$ cat src/rtl/wkt_pkg.sv
package wkt_pkg;

   typedef enum logic [1:0] {
      WKT_CTRL  = 2'd0,
      WKT_LOAD  = 2'd1,
      WKT_COUNT = 2'd2,
      WKT_STAT  = 2'd3
   } wkt_reg_e;

   localparam int WKT_SEL_BIT  = 0;
   localparam int WKT_FLAG_BIT = 0;

endpackage

$ cat src/rtl/wkt_prescale.sv
module wkt_prescale #(
   parameter int SHIFT = 12
) (
   input  logic clk,
   input  logic rst_n,
   input  logic restart,
   input  logic run,
   input  logic coarse,
   input  logic strobe,
   output logic tick
);

   initial assert (SHIFT >= 0 && SHIFT <= 24) else $error("wkt_prescale: SHIFT out of range");

   generate
      if (SHIFT == 0) begin : g_bypass
         assign tick = run & strobe & ~restart;
      end else begin : g_div
         localparam logic [SHIFT-1:0] LAST = {SHIFT{1'b1}};
         logic [SHIFT-1:0] tally;

         always_ff @(posedge clk or negedge rst_n) begin
            if (!rst_n)
               tally <= '0;
            else if (restart)
               tally <= '0;
            else if (run && strobe && coarse)
               tally <= tally + 1'b1;
         end

         assign tick = run & strobe & ~restart & (~coarse | (tally == LAST));

         p_tick_needs_strobe_r4: assert property (@(posedge clk) disable iff (!rst_n)
            tick |-> (strobe && run));
         p_restart_clears_r4: assert property (@(posedge clk) disable iff (!rst_n)
            restart |=> (tally == '0));
      end
   endgenerate

endmodule

$ cat src/rtl/wkt_down.sv
module wkt_down #(
   parameter int W = 16
) (
   input  logic         clk,
   input  logic         rst_n,
   input  logic         load,
   input  logic [W-1:0] load_val,
   input  logic         tick,
   output logic [W-1:0] count,
   output logic         running,
   output logic         expire
);

   initial assert (W >= 2 && W <= 32) else $error("wkt_down: W out of range");

   localparam logic [W-1:0] ONE = {{(W-1){1'b0}}, 1'b1};

   assign expire = tick & running & ~load & (count == ONE);

   always_ff @(posedge clk or negedge rst_n) begin
      if (!rst_n) begin
         count   <= '0;
         running <= 1'b0;
      end else if (load) begin
         count   <= load_val;
         running <= (load_val != '0);
      end else if (tick && running) begin
         count <= count - ONE;
         if (count == ONE)
            running <= 1'b0;
      end
   end

   p_dec_one_r3: assert property (@(posedge clk) disable iff (!rst_n)
      (tick && running && !load) |=> (count == $past(count) - ONE));
   p_hold_stopped_r5: assert property (@(posedge clk) disable iff (!rst_n)
      (!running && !load) |=> ($stable(count) && !running));
   p_stop_at_zero_r5: assert property (@(posedge clk) disable iff (!rst_n)
      expire |=> (!running && count == '0));
   p_load_r2: assert property (@(posedge clk) disable iff (!rst_n)
      load |=> (count == $past(load_val)));

endmodule

$ cat src/rtl/wkt_flag.sv
module wkt_flag (
   input  logic clk,
   input  logic rst_n,
   input  logic set,
   input  logic clr,
   output logic flag
);

   always_ff @(posedge clk or negedge rst_n) begin
      if (!rst_n)
         flag <= 1'b0;
      else
         flag <= set | (flag & ~clr);
   end

   p_set_wins_r7: assert property (@(posedge clk) disable iff (!rst_n)
      set |=> flag);
   p_clear_r7: assert property (@(posedge clk) disable iff (!rst_n)
      (clr && !set) |=> !flag);
   p_sticky_r7: assert property (@(posedge clk) disable iff (!rst_n)
      (flag && !clr) |=> flag);

endmodule

$ cat src/rtl/wkt_wake_timer.sv
module wkt_wake_timer #(
   parameter int CNT_W     = 16,
   parameter int PRE_SHIFT = 12
) (
   input  logic             clk,
   input  logic             rst_n,
   input  logic             tick_en,
   input  logic             wr_en,
   input  logic [1:0]       addr,
   input  logic [CNT_W-1:0] wdata,
   output logic [CNT_W-1:0] rdata,
   output logic             irq
);
   import wkt_pkg::*;

   initial assert (CNT_W >= 2) else $error("wkt_wake_timer: CNT_W too small");

   localparam logic [CNT_W-1:0] ZERO = '0;

   logic             wr_ctrl, wr_load, wr_stat;
   logic             coarse_q;
   logic [CNT_W-1:0] preload_q;
   logic             tick, running, expire, flag;
   logic [CNT_W-1:0] count;

   assign wr_ctrl = wr_en && (addr == WKT_CTRL);
   assign wr_load = wr_en && (addr == WKT_LOAD);
   assign wr_stat = wr_en && (addr == WKT_STAT);

   always_ff @(posedge clk or negedge rst_n) begin
      if (!rst_n) begin
         coarse_q  <= 1'b0;
         preload_q <= '0;
      end else begin
         if (wr_ctrl)
            coarse_q <= wdata[WKT_SEL_BIT];
         if (wr_load)
            preload_q <= wdata;
      end
   end

   wkt_prescale #(.SHIFT(PRE_SHIFT)) u_pre (
      .clk     (clk),
      .rst_n   (rst_n),
      .restart (wr_ctrl | wr_load),
      .run     (running),
      .coarse  (coarse_q),
      .strobe  (tick_en),
      .tick    (tick)
   );

   wkt_down #(.W(CNT_W)) u_cnt (
      .clk      (clk),
      .rst_n    (rst_n),
      .load     (wr_load),
      .load_val (wdata),
      .tick     (tick),
      .count    (count),
      .running  (running),
      .expire   (expire)
   );

   wkt_flag u_flag (
      .clk   (clk),
      .rst_n (rst_n),
      .set   (expire),
      .clr   (wr_stat & wdata[WKT_FLAG_BIT]),
      .flag  (flag)
   );

   always_comb begin
      rdata = ZERO;
      case (addr)
         WKT_CTRL:  rdata[WKT_SEL_BIT]  = coarse_q;
         WKT_LOAD:  rdata               = preload_q;
         WKT_COUNT: rdata               = count;
         default:   rdata[WKT_FLAG_BIT] = flag;
      endcase
   end

   assign irq = flag;

   p_zero_off_r6: assert property (@(posedge clk) disable iff (!rst_n)
      (wr_load && wdata == ZERO) |=> (!running && count == ZERO && !($rose(flag))));
   p_idle_no_flag_r8: assert property (@(posedge clk) disable iff (!rst_n)
      (!running && !flag) |=> !flag);

endmodule

$ cat config.mk
export PLATFORM = sky130hd
export DESIGN_NAME = wkt_wake_timer
export DESIGN_NICKNAME = d
export VERILOG_FILES = /design/src/rtl/wkt_pkg.sv /design/src/rtl/wkt_prescale.sv /design/src/rtl/wkt_down.sv /design/src/rtl/wkt_flag.sv /design/src/rtl/wkt_wake_timer.sv
export SDC_FILE = /design/constraint.sdc
export NUM_CORES = 1
export LEC_CHECK = 0
export CORE_ASPECT_RATIO = 0.6
export CORE_UTILIZATION = 55
export CTS_BUF_LIST = sky130_fd_sc_hd__clkbuf_4
export DETAILED_ROUTE_END_ITERATION = 8
export DONT_BUFFER_PORTS = 1
export HOLD_SLACK_MARGIN = 0.15
export PLACE_DENSITY = 0.76
export REMOVE_ABC_BUFFERS = 1
export SLEW_MARGIN = 5
export SYNTH_ARGS = -nofsm -noshare
export SYNTH_HDL_FRONTEND = slang
export SYNTH_HIERARCHICAL = 1
export SYNTH_SLANG_ARGS = --single-unit
$ cat constraint.sdc
create_clock -name clk -period 2.6 [get_ports clk]
set_clock_uncertainty 0.1 [all_clocks]
set_input_delay 0.52 -clock clk [delete_from_list [all_inputs] [get_ports clk]]
set_output_delay 0.52 -clock clk [all_outputs]
set_load 0.02 [all_outputs]
==> impl_results.md, run 1 <==
- Ports: 39
- Mapped Area: approximately 0.0027 mm2
- Top cells by area, synth: dfrtp_1 (44%), mux2_4 (5.0%), xor2_1 (4.9%), a22oi_1 (4.2%), nor2b_1 (3.5%)
- Slew HR: between 60 and 70%
- Primary FF master, synth: dfrtp_1
- Worst-case reg-to-reg path depth: 8
- Final setup fails: 0
- Initial antenna violation count: 0
- Leak Pwr: around 1.3 nW
- Max Clk Rate: between 0.4 and 0.5 GHz
- Clock insertion delay at the later pin of the skew report: between 300 and 400 ps
- Synth Warn #: 6
- Fin. Hold Viols: 0
- Period minus WS final: 2420 ps
- Chip Width: roughly 92 um
- Max cap viols: 0
- Startpoint Class: flop
- DRC viols: 0
- Critical Path End Type: flop
- Avg Vias per Cell: between 5 and 6
- CTS tree: done
- Setup TNS: 0 ps
- Hold path depth: 2
- Row cnt: 19
- Die area: 0.00517 mm2
- Crit share post-route: between 90% and 100%
- Port bufs: 0
- H-tree levels: 2
- Sequential area share after synthesis: a little over two fifths
- Routed vias: about 2100
- Synth cell types: 46
- Power consumption: 2.03 mW
- DR iter-0 viols: ~250
- Slew @ Worst Pin: roughly 490 ps
- FF-to-FF Start: u_pre/g_div.tally[0]
- GPL Wtd Cong: slightly above 0.8
- Slew Viols, Final: 0
- Root buffer cell: clkbuf_4
- HP Class: in2reg
- Post-synth top area share: 43.9%
- Layout Cell Area excl Fill: between 0.003 and 0.004 mm2
- Outcome: finished, final reports clean
- Post-Route WL: 6.09 mm
- Power Density: ~650 mW/mm2
- Worst R2R Setup Slack: roughly 180 ps
- Clock transition at the registers of the reported paths: roughly 140 ps
- Worst EP arrival: 2620 ps
- Clock Sinks: 47
- Core Util, Final: around two thirds
- EDFF count, synth: 0
- Core area: roughly 0.0046 mm2
- WHS: approximately 160 ps
- Pin count of the biggest net entering global routing: 48
- First-pass GRT wire length: 10.0 mm
- Post-route setup slack: 185 ps
- Starting Density: between 50% and 60%
- Layout cells sized above 1: between 10% and 20%
- Worst Path Max Fanout: 8
- Top cell type by total area after synthesis: dfrtp_1
- #FFs+latches synth: 47
- Number of nets still failing antenna checks after routing: 0
- Die H: approximately 56 um
- WL/cell: 17.0 um
- Avg Inst Size Synth: 10.2 um2
- Peak supply drop: between 0.3 and 0.4 mV
- Reg2Reg Capture Point: u_cnt/count[15]
- Synth-to-layout area growth: 16.2%
- Ys async rst share: 100%
- Clock tree buffer depth: 2
- DP Worst Slack: about 85 ps
- Placed Instance Area: ~0.0028 mm2
- Vias in the first global route: approximately 2000
- Congestion Overflow GR: 0
- Post-Syn Instances: between 200 and 300
- Final #Nets: between 300 and 400
- Hold EP: u_cnt/count[4]
- First-pass DRT Iterations: 5
- GRT Total Usage: approximately a quarter
- Number of buffers created by CTS: 5
- Setup CP Type: reg2reg
- Hold Startpoint: wdata[4]
- Ant. Diodes: 0
- Inst Count DP: roughly 340
- Dpl hpwl: about 4.2 mm
- Final Non-Filler Cells: between 300 and 400
- Critical Path RT: around 2800 ps
## synthesized netlist by cell type, drive strengths merged, types with 2 or more instances
master and n:
a21oi 4, nor2b 15, mux2 17, inv 8, nand3 11, xor2 15
nand4b 2, a31oi 3, nand2 22, o21ai 18, and3 4, nor2 21
buf 5, nor4 7, nand4 8, dfrtp 47, ha 7, nor3 4
xnor2 6, nand3b 2, a22oi 15, clkbuf 7, or3 3
## power breakdown
group | switching [mW] | leakage [nW] | internal, mW
sequential | 0.148 | 0.588 | 0.855
combinational | 0.243 | 0.679 | 0.234
clock | 0.250 | 0.0514 | 0.299
total | 0.641 | 1.32 | 1.39
## state kept, by name (all words and copies together) (netlist names)
register / flops
coarse_q: 1
u_cnt/running: 1
u_pre/g_div.tally: 12
u_flag/flag: 1
u_cnt/count: 16
preload_q: 16
## cell type report
type	count	area [um2]
clock buffers	5	37.5
clock inverters	3	67.6
fillers	374	1520
inverters	8	30.0
multi-input cells	197	1400
flip-flops and latches	47	1180
well taps	63	78.8
repair buffers	36	328
## how the worst max path moves through the flow
stage,slack [ps],cells after the start,endpoint,startpoint
after floorplan,-80,8,u_cnt/count[11],addr[1]
after global placement,210,8,u_cnt/count[11],addr[0]
after detailed placement,90,8,u_cnt/count[14],addr[0]
after CTS,140,8,u_cnt/count[14],u_pre/g_div.tally[0]
after global routing,-10,8,u_cnt/count[11],u_pre/g_div.tally[4]
final,180,8,u_cnt/count[15],u_pre/g_div.tally[0]
## critical path: stages (launching register included)
cell and delay, ps:
dfrtp_1 410, ha_1 170, and2_1 230, nand3_1 130, a211oi_2 290, and4bb_2 370
nand3b_1 140, or3_1 330, a31oi_1 160
## placed cells by master (no fill, tap or decap), drive strengths merged, types with 8 or more instances in the layout
cell type,n
xor2,15
nor2,21
nor2b,15
nand4,8
dfrtp,47
o21ai,18
inv,8
nand2,22
dlygate4sd3,15
nand3,11
mux2,17
a22oi,15
buf,21
## per-layer routing
layer | GRT usage (%) | up-vias | share of wire, %
met1 | 41.0 | 1038 | 50
met4 | 8.71 | 0 | 1.1
li1 | - | 1007 | -
met2 | 34.5 | 80 | 40
met5 | 0 | - | 0
met3 | 6.01 | 7 | 8.6
## repair_timing
| action | 4_1_cts | 5_1_grt |
|---|---|---|
| gates resized for setup | 0 | 1 |
| endpoints found under the hold margin | 56 | 5 |
| buffers inserted | 0 | 0 |
| endpoints found under the setup margin | 0 | 8 |
| hold buffers | 11 | 5 |
## cells by family after synthesis
logic type	Yosys count	synth area share, %
adder cells (fa/ha/maj)	7	3.27
AO/OA/AOI/OAI	47	11.2
multiplexers	18	8.78
flip-flops	47	43.9
buffers and inverters	20	4.20
XOR/XNOR	21	6.86
AND/OR/NAND/NOR	104	21.8
Note: power is estimated with default switching activity, not from simulation.
==> run 2: changes to the inputs <==
- GPL_TIMING_DRIVEN: not set -> 0
==> impl_results.md, run 2 (synthesized netlist as in run 1, its figures left out) <==
- First-pass GRT wire length: 9.33 mm (was 10.0 mm)
- Vias in the first global route: 1797 (was 2001)
- Slew HR: 55.9% (was 67.0%)
- Pin count of the biggest net entering global routing: 48 (unchanged)
- Post-Route WL: 5.66 mm (was 6.09 mm)
- GPL Wtd Cong: 0.775 (was 0.830)
- Number of buffers created by CTS: 5 (unchanged)
- Slew @ Worst Pin: 662 ps (was 495 ps)
- Clock Sinks: 47 (unchanged)
- CTS tree: done (unchanged)
- Top sig layer: met4 (unchanged)
- Ports: 39 (unchanged)
- Setup CP Type: in2out (was reg2reg)
- Worst-case reg-to-reg path depth: 8 (unchanged)
- Critical Path End Type: output port (was flop)
- Hold path depth: 2 (unchanged)
- Number of nets still failing antenna checks after routing: 0 (unchanged)
- Clock transition at the registers of the reported paths: 150 ps (was 140 ps)
- WL/cell: 17.4 um (was 17.0 um)
- Final #Nets: 290 (was 324)
- Power Density: 692 mW/mm2 (was 651 mW/mm2)
- Hold Startpoint: wdata[12] (was wdata[4])
- Power consumption: 1.96 mW (was 2.03 mW)
- Crit share post-route: 93.4% (was 92.9%)
- Crit path from: addr[0] (was u_pre/g_div.tally[0])
- Leak Pwr: 1.14 nW (was 1.32 nW)
- Max Clk Rate: 0.412 GHz (was 0.414 GHz)
- Clock tree buffer depth: 2 (unchanged)
- Final setup fails: 0 (unchanged)
- Worst Path Max Fanout: 16 (was 8)
- Reg2Reg Capture Point: u_cnt/count[11] (was u_cnt/count[15])
- Period minus WS final: 2430 ps (was 2420 ps)
- Slew Viols, Final: 0 (unchanged)
- First-pass DRT Iterations: 4 (was 5)
- Largest registers: preload_q x16, u_cnt/count x16, u_pre/g_div.tally x12 (unchanged)
- Starting Density: 57.8% (unchanged)
- Layout cells sized above 1: 15.3% (was 18.9%)
- H-tree levels: 2 (unchanged)
- Die area: 0.00517 mm2 (unchanged)
- Commonest non-fill, non-tap cell in the layout: dfrtp_1 (unchanged)
- Commonest non-fill, non-tap cells in the layout: dfrtp_1 (46), nand2_1 (21), nor2_1 (21), o21ai_0 (18) (was dfrtp_1 (47), nand2_1 (21), nor2_1 (21), buf_4 (20), o21ai_0 (18))
- Clock insertion delay at the later pin of the skew report: 360 ps (was 380 ps)
- Ant. Diodes: 0 (unchanged)
- GRT Total Usage: 23.7% (was 26.0%)
- Worst R2R Setup Slack: 180 ps (about the same)
- Outcome: finished, final reports clean (unchanged)
- Met2 WL: 2.28 mm (was 2.45 mm)
- DR iter-0 viols: 155 (was 254)
- WHS: 173 ps (was 162 ps)
- Startpoint Class: input port (was flop)
- Port bufs: 0 (unchanged)
- Peak supply drop: 0.299 mV (was 0.305 mV)
- Avg Vias per Cell: 5.99 (was 5.94)
- Fin. Hold Viols: 0 (unchanged)
- WL met3: 436 um (was 522 um)
- Hold EP: u_cnt/count[12] (was u_cnt/count[4])
- Die H: 56.1 um (unchanged)
- DRC viols: 0 (unchanged)
- Synth-to-layout area growth: 5.84% (was 16.2%)
- Chip Width: 92.1 um (unchanged)
- Routed vias: 1948 (was 2132)
- Core area: 0.00464 mm2 (unchanged)
- Setup TNS: 0 ps (unchanged)
- Congestion Overflow GR: 0 (unchanged)
- M1 WL: 2.92 mm (was 3.05 mm)
- Row cnt: 19 (unchanged)
- HP Class: in2reg (unchanged)
- Unrepaired setup endpoints after global routing: no
- Critical Path RT: 1980 ps (was 2810 ps)
- Max cap viols: 0 (unchanged)
- Worst EP arrival: 1810 ps (was 2620 ps)
- Dpl hpwl: 3.88 mm (was 4.23 mm)
- Root buffer cell: clkbuf_4 (unchanged)
- Initial antenna violation count: 0 (unchanged)
- FF-to-FF Start: u_pre/g_div.tally[0] (unchanged)
run 2: final cells by class:
class | instances | area, um2
fillers | 402 | 1800
multi-input cells | 197 | 1400
flip-flops and latches | 47 | 1180
well taps | 63 | 78.8
clock inverters | 3 | 67.6
clock buffers | 5 | 37.5
repair buffers | 2 | 37.5
inverters | 8 | 33.8
run 2: routing by layer:
metal	vias up	track usage, %
li1	937	-
met4	0	4.24
met2	62	31.3
met3	2	5.60
met5	-	0
met1	947	38.7
run 2: where the power goes:
group          switching [mW]  internal (mW)  leakage, nW
clock                   0.242          0.299       0.0514
sequential              0.143          0.855        0.586
combinational           0.228          0.196        0.506
run 2: how the worst max path moves through the flow:
stage / cells past startpoint / slack, ps / end
2_1_floorplan: 8 / -80 / u_cnt/count[11]
3_3_place_gp: 8 / -490 / u_cnt/count[11]
3_5_place_dp: 8 / -520 / u_cnt/count[11]
4_1_cts: 8 / 40 / u_cnt/count[11]
5_1_grt: 8 / 4 / u_cnt/count[11]
6_report: 4 / 170 / rdata[0]
run 2: worst max-delay path, stage by stage:
cell	delay (ps)
inv_1	60
ha_1	580
a222oi_1	220
mux2i_1	430
run 2: per-stage QoR:
step | util [%] | area (um2) | std cells | worst slack, ps
finish | 61.2 | 2840 | 325 | 172
global route | 61.2 | 2840 | 325 | 4.17
CTS | 61.0 | 2830 | 325 | 38.1
detailed placement | 57.7 | 2680 | 315 | -518
global placement | 57.7 | 2680 | 315 | -487
floorplan | - | 2600 | 252 | -80.5
run 2: repair_timing:
action                                 in CTS  in global routing
setup endpoints to repair                   4                 11
hold buffers                                2                  0
gates resized for setup                     3                  3
setup buffers                               0                  0
endpoints found under the hold margin      47                  0
